$ cat config.mk
export PLATFORM = sky130hd
export DESIGN_NAME = nand_cmd_seq
export DESIGN_NICKNAME = d
export VERILOG_FILES = /design/src/rtl/nand_seq_pkg.sv /design/src/rtl/nand_we_strobe.sv /design/src/rtl/nand_seq_plan.sv /design/src/rtl/nand_cmd_seq.sv
export SDC_FILE = /design/constraint.sdc
export NUM_CORES = 1
export LEC_CHECK = 0
export ABC_AREA = 1
export ABC_CLOCK_PERIOD_IN_PS = 5250
export BUFFER_PORTS_ARGS = -buffer_cell sky130_fd_sc_hd__buf_2
export CORE_MARGIN = 10
export CORE_UTILIZATION = 45
export CTS_CLUSTER_DIAMETER = 120
export DETAILED_ROUTE_END_ITERATION = 16
export HOLD_SLACK_MARGIN = 0.03
export PLACE_DENSITY = 0.6
export SYNTH_ARGS = -nofsm -noshare
export SYNTH_HDL_FRONTEND = slang
export SYNTH_SLANG_ARGS = --single-unit
$ cat constraint.sdc
create_clock -name clk -period 5.25 [get_ports clk]
set_clock_uncertainty 0.2 [all_clocks]
set_input_delay 0.2625 -clock clk [delete_from_list [all_inputs] [get_ports clk]]
set_output_delay 0.2625 -clock clk [all_outputs]
set_load 0.05 [all_outputs]
$ cat src/rtl/nand_seq_pkg.sv
package nand_seq_pkg;
  typedef enum logic [1:0] {ST_IDLE, ST_SEND, ST_SETTLE} seq_state_t;
  typedef enum logic [1:0] {PH_SETUP, PH_LOW, PH_HOLD} strobe_phase_t;

  localparam logic [7:0] OP_SEQ_IN    = 8'h80;
  localparam logic [7:0] OP_PTR_FIRST = 8'h00;
  localparam logic [7:0] OP_PTR_SECND = 8'h01;
  localparam logic [7:0] OP_PTR_SPARE = 8'h50;
  localparam logic [7:0] OP_RESET     = 8'hFF;
  localparam int         MAX_BYTES    = 7;
endpackage

$ cat src/rtl/nand_we_strobe.sv
module nand_we_strobe
  import nand_seq_pkg::*;
#(
  parameter int SETUP_CLKS = 2,
  parameter int PULSE_CLKS = 3,
  parameter int HOLD_CLKS  = 2
) (
  input  logic clk,
  input  logic rst_n,
  input  logic go,
  output logic we_n,
  output logic step
);
  localparam int MAX_A = (SETUP_CLKS > PULSE_CLKS) ? SETUP_CLKS : PULSE_CLKS;
  localparam int MAX_C = (MAX_A > HOLD_CLKS) ? MAX_A : HOLD_CLKS;
  localparam int CNT_W = $clog2(MAX_C + 1);

  strobe_phase_t phase_q, phase_d;
  logic [CNT_W-1:0] cnt_q, cnt_d, limit;

  always_comb begin
    case (phase_q)
      PH_SETUP: limit = CNT_W'(SETUP_CLKS);
      PH_LOW:   limit = CNT_W'(PULSE_CLKS);
      default:  limit = CNT_W'(HOLD_CLKS);
    endcase
  end

  always_comb begin
    phase_d = phase_q;
    cnt_d   = cnt_q;
    step    = 1'b0;
    if (!go) begin
      phase_d = PH_SETUP;
      cnt_d   = '0;
    end else if (cnt_q == limit - 1'b1) begin
      cnt_d = '0;
      case (phase_q)
        PH_SETUP: phase_d = PH_LOW;
        PH_LOW:   phase_d = PH_HOLD;
        default: begin
          phase_d = PH_SETUP;
          step    = 1'b1;
        end
      endcase
    end else begin
      cnt_d = cnt_q + 1'b1;
    end
  end

  always_ff @(posedge clk or negedge rst_n) begin
    if (!rst_n) begin
      phase_q <= PH_SETUP;
      cnt_q   <= '0;
    end else begin
      phase_q <= phase_d;
      cnt_q   <= cnt_d;
    end
  end

  assign we_n = !(go && phase_q == PH_LOW);

  AST_STEP_WE_HIGH: assert property (@(posedge clk) disable iff (!rst_n)
    step |-> we_n);
  AST_STEP_THEN_SETUP: assert property (@(posedge clk) disable iff (!rst_n)
    (step && go) |=> we_n);
endmodule

$ cat src/rtl/nand_seq_plan.sv
module nand_seq_plan
  import nand_seq_pkg::*;
#(
  parameter int COL_W  = 10,
  parameter int PAGE_W = 20
) (
  input  logic [7:0]        opcode,
  input  logic [COL_W-1:0]  col,
  input  logic              col_none,
  input  logic [PAGE_W-1:0] page,
  input  logic              page_none,
  input  logic              big_page,
  input  logic              high_density,
  input  logic [2:0]        sel,
  output logic [2:0]        total,
  output logic [7:0]        sel_byte,
  output logic              sel_is_cmd
);
  localparam int PG_PAD = (PAGE_W > 24) ? PAGE_W : 24;

  logic [7:0]        seq_b [MAX_BYTES];
  logic              seq_c [MAX_BYTES];
  logic [2:0]        n;
  logic [COL_W-1:0]  col_eff, col_adj;
  logic [PG_PAD-1:0] pg;

  assign pg      = PG_PAD'(page);
  assign col_eff = col_none ? '0 : col;

  always_comb begin
    for (int i = 0; i < MAX_BYTES; i++) begin
      seq_b[i] = '0;
      seq_c[i] = 1'b0;
    end
    n       = '0;
    col_adj = col_eff;
    if (opcode != OP_SEQ_IN) begin
      seq_b[n] = opcode; seq_c[n] = 1'b1; n = n + 1'b1;
    end else begin
      if (big_page) begin
        if (col_eff < COL_W'(256)) begin
          seq_b[n] = OP_PTR_FIRST;
        end else if (col_eff < COL_W'(512)) begin
          seq_b[n] = OP_PTR_SECND; col_adj = col_eff - COL_W'(256);
        end else begin
          seq_b[n] = OP_PTR_SPARE; col_adj = col_eff - COL_W'(512);
        end
        seq_c[n] = 1'b1; n = n + 1'b1;
      end else if (col_eff >= COL_W'(256)) begin
        seq_b[n] = OP_RESET;     seq_c[n] = 1'b1; n = n + 1'b1;
        seq_b[n] = OP_PTR_SPARE; seq_c[n] = 1'b1; n = n + 1'b1;
        col_adj = col_eff - COL_W'(256);
      end else begin
        seq_b[n] = OP_PTR_FIRST; seq_c[n] = 1'b1; n = n + 1'b1;
      end
      seq_b[n] = OP_SEQ_IN; seq_c[n] = 1'b1; n = n + 1'b1;
    end
    if (!col_none) begin
      seq_b[n] = col_adj[7:0]; n = n + 1'b1;
    end
    if (!page_none) begin
      seq_b[n] = pg[7:0];  n = n + 1'b1;
      seq_b[n] = pg[15:8]; n = n + 1'b1;
      if (high_density) begin
        seq_b[n] = {4'b0000, pg[19:16]}; n = n + 1'b1;
      end
    end
    total = n;
  end

  assign sel_byte   = seq_b[sel];
  assign sel_is_cmd = seq_c[sel];
endmodule

$ cat src/rtl/nand_cmd_seq.sv
module nand_cmd_seq
  import nand_seq_pkg::*;
#(
  parameter int COL_W      = 10,
  parameter int PAGE_W     = 20,
  parameter int SETTLE_W   = 16,
  parameter int SETUP_CLKS = 2,
  parameter int PULSE_CLKS = 3,
  parameter int HOLD_CLKS  = 2
) (
  input  logic                clk,
  input  logic                rst_n,
  input  logic                req_valid,
  output logic                req_ready,
  input  logic [7:0]          req_opcode,
  input  logic [COL_W-1:0]    req_col,
  input  logic                req_col_none,
  input  logic [PAGE_W-1:0]   req_page,
  input  logic                req_page_none,
  input  logic                big_page,
  input  logic                high_density,
  input  logic [SETTLE_W-1:0] settle_cycles,
  output logic                nand_cle,
  output logic                nand_ale,
  output logic                nand_we_n,
  output logic [7:0]          nand_io,
  output logic                done
);
  seq_state_t state_q, state_d;
  logic [2:0]          idx_q, idx_d, total;
  logic [SETTLE_W-1:0] wait_q, wait_d, lim_q;
  logic [7:0]          op_q;
  logic [COL_W-1:0]    col_q;
  logic [PAGE_W-1:0]   page_q;
  logic                coln_q, pagen_q, big_q, hd_q, done_q, done_d;
  logic                accept, sending, step, cur_cmd;
  logic [7:0]          cur_byte;

  assign req_ready = (state_q == ST_IDLE);
  assign accept    = req_valid && req_ready;
  assign sending   = (state_q == ST_SEND);

  nand_seq_plan #(.COL_W(COL_W), .PAGE_W(PAGE_W)) u_plan (
    .opcode(op_q), .col(col_q), .col_none(coln_q), .page(page_q),
    .page_none(pagen_q), .big_page(big_q), .high_density(hd_q),
    .sel(idx_q), .total(total), .sel_byte(cur_byte), .sel_is_cmd(cur_cmd)
  );

  nand_we_strobe #(.SETUP_CLKS(SETUP_CLKS), .PULSE_CLKS(PULSE_CLKS),
                   .HOLD_CLKS(HOLD_CLKS)) u_strobe (
    .clk(clk), .rst_n(rst_n), .go(sending), .we_n(nand_we_n), .step(step)
  );

  always_comb begin
    state_d = state_q;
    idx_d   = idx_q;
    wait_d  = wait_q;
    done_d  = 1'b0;
    case (state_q)
      ST_IDLE: if (accept) begin
        state_d = ST_SEND;
        idx_d   = '0;
      end
      ST_SEND: if (step) begin
        if (idx_q == total - 1'b1) begin
          state_d = ST_SETTLE;
          wait_d  = '0;
        end else begin
          idx_d = idx_q + 1'b1;
        end
      end
      default: begin
        if (({1'b0, wait_q} + 1'b1) >= {1'b0, lim_q}) begin
          state_d = ST_IDLE;
          done_d  = 1'b1;
        end else begin
          wait_d = wait_q + 1'b1;
        end
      end
    endcase
  end

  always_ff @(posedge clk or negedge rst_n) begin
    if (!rst_n) begin
      state_q <= ST_IDLE;
      idx_q   <= '0;
      wait_q  <= '0;
      done_q  <= 1'b0;
    end else begin
      state_q <= state_d;
      idx_q   <= idx_d;
      wait_q  <= wait_d;
      done_q  <= done_d;
    end
  end

  always_ff @(posedge clk or negedge rst_n) begin
    if (!rst_n) begin
      op_q    <= '0;
      col_q   <= '0;
      coln_q  <= 1'b1;
      page_q  <= '0;
      pagen_q <= 1'b1;
      big_q   <= 1'b0;
      hd_q    <= 1'b0;
      lim_q   <= '0;
    end else if (accept) begin
      op_q    <= req_opcode;
      col_q   <= req_col;
      coln_q  <= req_col_none;
      page_q  <= req_page;
      pagen_q <= req_page_none;
      big_q   <= big_page;
      hd_q    <= high_density;
      lim_q   <= settle_cycles;
    end
  end

  assign nand_cle = sending && cur_cmd;
  assign nand_ale = sending && !cur_cmd;
  assign nand_io  = sending ? cur_byte : 8'h00;
  assign done     = done_q;

  AST_LATCH_EXCL: assert property (@(posedge clk) disable iff (!rst_n)
    !(nand_cle && nand_ale));
  AST_IDLE_QUIET: assert property (@(posedge clk) disable iff (!rst_n)
    req_ready |-> (nand_we_n && !nand_cle && !nand_ale));
  AST_IO_HELD: assert property (@(posedge clk) disable iff (!rst_n)
    (!nand_we_n && $past(!nand_we_n)) |-> ($stable(nand_io) && $stable(nand_cle)));
  AST_DONE_PULSE: assert property (@(posedge clk) disable iff (!rst_n)
    done |=> !done);
  AST_DONE_IDLE: assert property (@(posedge clk) disable iff (!rst_n)
    done |-> req_ready);
  AST_BUSY_AFTER_ACCEPT: assert property (@(posedge clk) disable iff (!rst_n)
    (req_valid && req_ready) |=> !req_ready);
endmodule

* Yosys cells after proc, flatten, opt, wreduce, memory -nomap -nowiden *
Cells that the tools add are included.
W data, S select, Z words.

word-level totals
  word-level logic and storage cells = 163
  register bits = 84
  bits of input ports = 61
  output and inout bits = 13

cells by class
  add/sub/neg operators = 13
  equal/unequal tests = 11
  reductions and logical operators = 20
  bitwise operators = 11
  mux-type cells = 79
  $lt $le $gt $ge = 15

operators by type and width
  cell                     count
  $bwmux W56               4
  $mux W56                 3
  $mux W8                  20
  $demux W8 S3             5
  $and A49 B49 Y49         1
  $not A49 Y49             1
  $mux W16                 3
  $mux W48                 1
  $pmux W16 S2             1
  $bmux W8 S3              1
  $ge A4 B4 Y1 const B     6
  $mux W3                  8
  $not A3 Y4               6
  $lt A4 B1 Y1 const B     5
  $mux W2                  10
  $add A3 B1 Y3 const B    6
  $add A16 B1 Y17 const B  1
  $ge A17 B16 Y1           1
  $add A16 B1 Y16 const B  1
  $sub A8 B1 Y8 const B    2
  $mux W1                  14
  $mux W7                  2
  $or A7 B7 Y7             2
  $reduce_and A4 Y1        3
  other kinds (25)         42

* Longest topological paths before layout *
  depth in word-level cells = 24
  mapped depth = 28
  depth with buffers taken out = 27

* Modules after synthesis *
From an unflattened synthesis, not the netlist that was laid out.

unflattened totals
  cell total of the unflattened synthesis = 1081
  area total of the unflattened synthesis = 7428.4 um^2

modules (own cells, without submodules)
  module          cells each  area an instance (um^2)  seq. area each (um^2)  instances
  nand_cmd_seq    419         4102.7                   2004.4                 1
  nand_seq_plan   631         3094.2                   0.0                    1
  nand_we_strobe  31          231.5                    100.1                  1

* Worst setup path after synthesis *
OpenSTA, ideal clock, no wires.

  kind = register -> output
  start point = register op_q[4]
  end point = output nand_io[1]
  data required time = 4.788 ns
  cell stages (with the launch flop) = 22
  setup slack = 0.991 ns
  arrival = 3.796 ns
  path buffers = 1
  cell sequence = dfrtp_1 nor2_1 nand2_1 nor3_1 nand2_1 ha_1 inv_1 nand2_1 nand2_1 inv_1 ha_1 clkbuf_1 nor2_1 nand2_2 inv_1 nand2_1 nand3_1 nand2_1 nand2_1 nand2_1 nand3_1 a21oi_1

on the way
  word-level cells in the longest chain between the ends = 18
  elaborated cells on any way between the ends = 44
  those cells by class = 3 x add/sub; 8 x order compare; 1 x eq/ne; 24 x mux; 4 x bitwise; 4 x reduce/logical

RTL lines
  item                                                                     RTL line                                  source
  from (decl)                                                              nand_cmd_seq.sv:32                        logic [7:0] op_q;
  from (signal assigned)                                                   nand_cmd_seq.sv:108                       op_q <= req_opcode;
  $ne A8 B8 Y1 (*)                                                         nand_seq_plan.sv:37                       if (opcode != OP_SEQ_IN) begin
  $mux W3                                                                  nand_seq_plan.sv:37
  $add A3 B1 Y3 / $not A3 Y4 (equally long branches)                       nand_seq_plan.sv:59                       seq_b[n] = col_adj[7:0]; n = n + 1'b1;
  $mux W3, or another cell as far along                                    nand_seq_plan.sv:58                       if (!col_none) begin
  $add A3 B1 Y3, or another cell as far along                              nand_seq_plan.sv:62                       seq_b[n] = pg[7:0]; n = n + 1'b1;
  $add A3 B1 Y3, or another cell as far along                              nand_seq_plan.sv:63                       seq_b[n] = pg[15:8]; n = n + 1'b1;
  $not A3 Y4 (not written as such), or another cell as far along           nand_seq_plan.sv:65                       seq_b[n] = {4'b0000, pg[19:16]}; n = n + 1'b1;
  $ge A4 B4 Y1 (not written as such), or another cell as far along         nand_seq_plan.sv:65
  $logic_and A1 B1 Y1 (not written as such), or another cell as far along  nand_seq_plan.sv:65
  $mux W8 (not written as such), or another cell as far along              nand_seq_plan.sv:65
  $demux W8 S3 / $bwmux W56 (equally long branches)                        nand_seq_plan.sv:65, nand_seq_plan.sv:63
  $bwmux W56                                                               nand_seq_plan.sv:65
  $mux W56                                                                 nand_seq_plan.sv:64                       if (high_density) begin
  $mux W56 (*)                                                             nand_seq_plan.sv:61                       if (!page_none) begin
  $bmux W8 S3 (*)                                                          nand_seq_plan.sv:71                       assign sel_byte = seq_b[sel];
  $mux W8 (not written as such) (*) (2 in a row)                           nand_seq_plan.sv:71
  $mux W8 (*)                                                              nand_cmd_seq.sv:121                       assign nand_io = sending ? cur_byte : 8'h00;
  to (decl)                                                                nand_cmd_seq.sv:26                        output logic [7:0] nand_io,

Mark *: on every way between the ends. The rest lies on a longest branch, timed or not. The select of a mux whose other input is x is not followed.

* Worst setup path in the final report *
  start point = register op_q[5]
  end point = output nand_io[7]

Same word-level chain as after synthesis.

==> flow_summary.json <==
{
  "path_class": "reg2out",
  "power_density_mw_per_mm2": 639,
  "drv_slew": 0,
  "yosysWarnings": 0,
  "regArea_mm2": 0.00210,
  "dp_slack_ns": 0.777,
  "grt_pass1_vias": 7469,
  "crit_fanout": 6,
  "drcViolationCount": 0,
  "initial_core_util_pct": 46.1,
  "grt_use_total_pct": 23.7,
  "die_h_um": 145,
  "timing.slew.headroom_pct": 42.0,
  "r2r_cells": 26,
  "rrSetupSlack_ns": 0.80,
  "status": "finished clean",
  "tns_ns": 0,
  "synth-async-reset-ratio_pct": 100,
  "grt_max_degree": 75,
  "vias": 7748,
  "yosys.area.top_type": "dfrtp_1",
  "core_area_mm2": 0.0152,
  "syn-num-nets": 1175,
  "nets": 1290,
  "gp_congestion": 0.953,
  "crit_path_start_kind": "flop",
  "synth_top_area_share_pct": 29.3,
  "cts_max_path_buffers": 2,
  "rsz0062_at_grt": "no",
  "drt_iter0_markers": 764,
  "wl_met1_mm": 10.6,
  "crit_cells": 25,
  "clk_pin_slew_worst_paths_ns": 0.07,
  "final_cell_area_mm2": 0.00838,
  "grt_pass1_wl_mm": 39.1,
  "antenna_found_initial": 0,
  "synth_ff_type": "dfrtp_1",
  "clk_root_buffer_cell": "clkbuf_16",
  "hp-class": "in2async",
  "critPathArrivalTime_ns": 4.35,
  "wl_met3_mm": 1.83,
  "cp.required_ns": 4.79,
  "numCtsBuffers": 9,
  "htreeDepth": 3,
  "die_x_um": 145,
  "drv_cap": 0,
  "hold_viol_final": 0,
  "synth.area.top_cells": "dfrtp_1 29%, nand2_1 15%, nand3_1 8.2%",
  "io_buffers": 73,
  "synth-seq-cells": 84,
  "ys_seq_area_share_pct": 30.1,
  "power_leakage_nw": 4.30,
  "syn_area_mm2": 0.00700,
  "overflow": 0,
  "cpPeakStageDelay_ns": 0.38,
  "viasPerCell": 5.54,
  "dr_wl_met2_mm": 11.1,
  "r2r_end": "wait_q[3]",
  "worstReg2RegStart": "op_q[5]",
  "fin_crit_ns": 4.81,
  "post-route-period-util_pct": 91.7,
  "fillCellCount": 1565,
  "setup_viol": 0,
  "first_pass_iters": 6,
  "worstSetupEndpointType": "primary output",
  "synthCells": 1091,
  "synth_edf_count": 0,
  "worst_path_most_repeated_cell": "nand2_1",
  "tightest_slew_ns": 0.863,
  "rows": 45,
  "drive_gt1_share_pct": 12.1,
  "cts_sinks": 84,
  "ant_nets": 0,
  "cp_slowest_cell": "dfrtp_1",
  "cts_tree": "built",
  "multi_input_area_mm2": 0.00423,
  "postSynthAreaPerCell_um2": 6.42,
  "cpLargestDelayFamily": "simple AND/OR/NAND/NOR gates",
  "path_buf_inv": 6,
  "dieArea_mm2": 0.0210,
  "wl_mm": 24.4,
  "clk_latency_ns": 0.35,
  "wl_per_cell_um": 17.4,
  "worst_slack_ns": 0.438,
  "max_freq_ghz": 0.208,
  "ioPinCount": 74,
  "ir_drop_mv": 0.387,
  "dp_hpwl_mm": 17.6,
  "syn2layout_area_growth_pct": 19.7,
  "place_area_mm2": 0.00751,
  "top_layer": "met4",
  "antenna_cells": 0,
  "ys_types": 45
}
==> state kept, by name (all words and copies together) (netlist names), 2 cells and up <==
name / count
u_strobe.phase_q: 2
idx_q: 3
col_q: 10
state_q: 2
op_q: 8
u_strobe.cnt_q: 2
wait_q: 16
lim_q: 16
page_q: 20
==> worst register-to-register path: stages (launching register included) <==
cell	delay (ns)
dfrtp_1	0.38
nor2_1	0.19
nand2_1	0.07
nor3_1	0.17
buf_4	0.17
nand2_1	0.06
ha_1	0.32
inv_1	0.10
nand2_1	0.09
nand2_1	0.14
inv_1	0.08
ha_2	0.47
clkinv_1	0.12
buf_4	0.19
nand2_1	0.11
nand4_1	0.10
o211ai_1	0.14
inv_1	0.07
ha_1	0.19
xnor2_1	0.19
nand2_1	0.07
nand2_1	0.08
nand3_2	0.09
nor2_2	0.11
nand2_2	0.23
nand3_1	0.15
nand2_1	0.06
==> area by class of cell <==
class | count | area share (%)
multi-input cells | 840 | 50.5
flip-flops and latches | 84 | 25.1
repair buffers | 146 | 12.7
inverters | 125 | 5.60
clock buffers | 10 | 2.85
well taps | 188 | 2.81
clock inverters | 6 | 0.463
==> where the power goes <==
part	total (mW)	internal (mW)	switching [mW]
Clock	0.612	0.333	0.280
Combinational	3.53	1.06	2.47
Sequential	1.22	0.938	0.282
Total	5.36	2.33	3.03
==> placed cells by master, fill, tap and decap left out, drive strengths merged <==
master	n
nand2	288
nor2	140
inv	125
nand3	120
a21oi	97
buf	87
dfrtp	82
dlygate4sd3	59
o21ai	59
nand4	25
ha	23
o22ai	16
xor2	13
clkbuf	10
nor3	10
o211ai	9
a31oi	9
mux2	8
o21bai	6
xnor2	4
o21a	4
clkinv	4
nor4	2
nor3b	2
clkinvlp	2
dfstp	2
o211a	1
a41oi	1
a221oi	1
or2	1
nand3b	1
==> per-layer routing <==
metal / up-vias / GRT usage, %
li1: 3815 / -
met5: - / 0
met3: 63 / 4.37
met1: 3529 / 30.7
met4: 0 / 10.7
met2: 341 / 37.5
==> cell families after synthesis <==
kind of cell,after synthesis,synth area share (%)
simple gates,589,36.8
compound gates,203,15.9
buf+inv,167,9.65
flops,84,30.1
fa+ha+maj,23,4.11
xor+xnor,17,2.23
mux,8,1.29
==> timing repair <==
item,in CTS,in global routing
hold buffers,59,0
resized for setup,0,2
buffers inserted,0,0
endpoints found under the hold margin,93,0
setup endpoints to repair,0,2
==> through the flow <==
step	total power [mW]	utilization [%]	hold WS (ns)	std cells
2_1_floorplan	3.71	-	-0.233	1091
3_3_place_gp	4.65	49.4	0.0712	1324
3_5_place_dp	4.65	49.4	0.0725	1324
4_1_cts	5.32	55.1	0.210	1399
5_1_grt	5.82	55.1	0.272	1399
6_report	5.36	55.1	0.215	1399
==> cell usage after synthesis (3+ instances only) <==
cell type,instances
mux2_2,8
nor2_1,134
xnor2_1,4
o211ai_1,9
o21a_1,4
a31oi_1,9
nand4_1,21
o21ai_0,48
o21bai_1,6
nor3_1,8
o22ai_1,16
nand2_2,8
nand2_1,280
buf_6,5
inv_1,121
dfrtp_1,82
nor2_2,5
a21oi_1,97
nand4_2,3
inv_2,3
ha_1,23
buf_2,3
nand3_1,115
clkbuf_1,31
xor2_1,12
o21ai_1,10
nand3_2,4
==> how the worst max path moves through the flow <==
stage	startpoint	end	slack, ns
floorplan	op_q[4]	nand_io[1]	0.99
global placement	op_q[4]	wait_q[7]	0.81
detailed placement	op_q[2]	nand_io[5]	0.78
CTS	op_q[2]	nand_io[5]	0.37
global route	op_q[2]	nand_io[4]	0.11
finish	op_q[5]	nand_io[7]	0.44
Note: power is estimated with default switching activity, not from simulation.
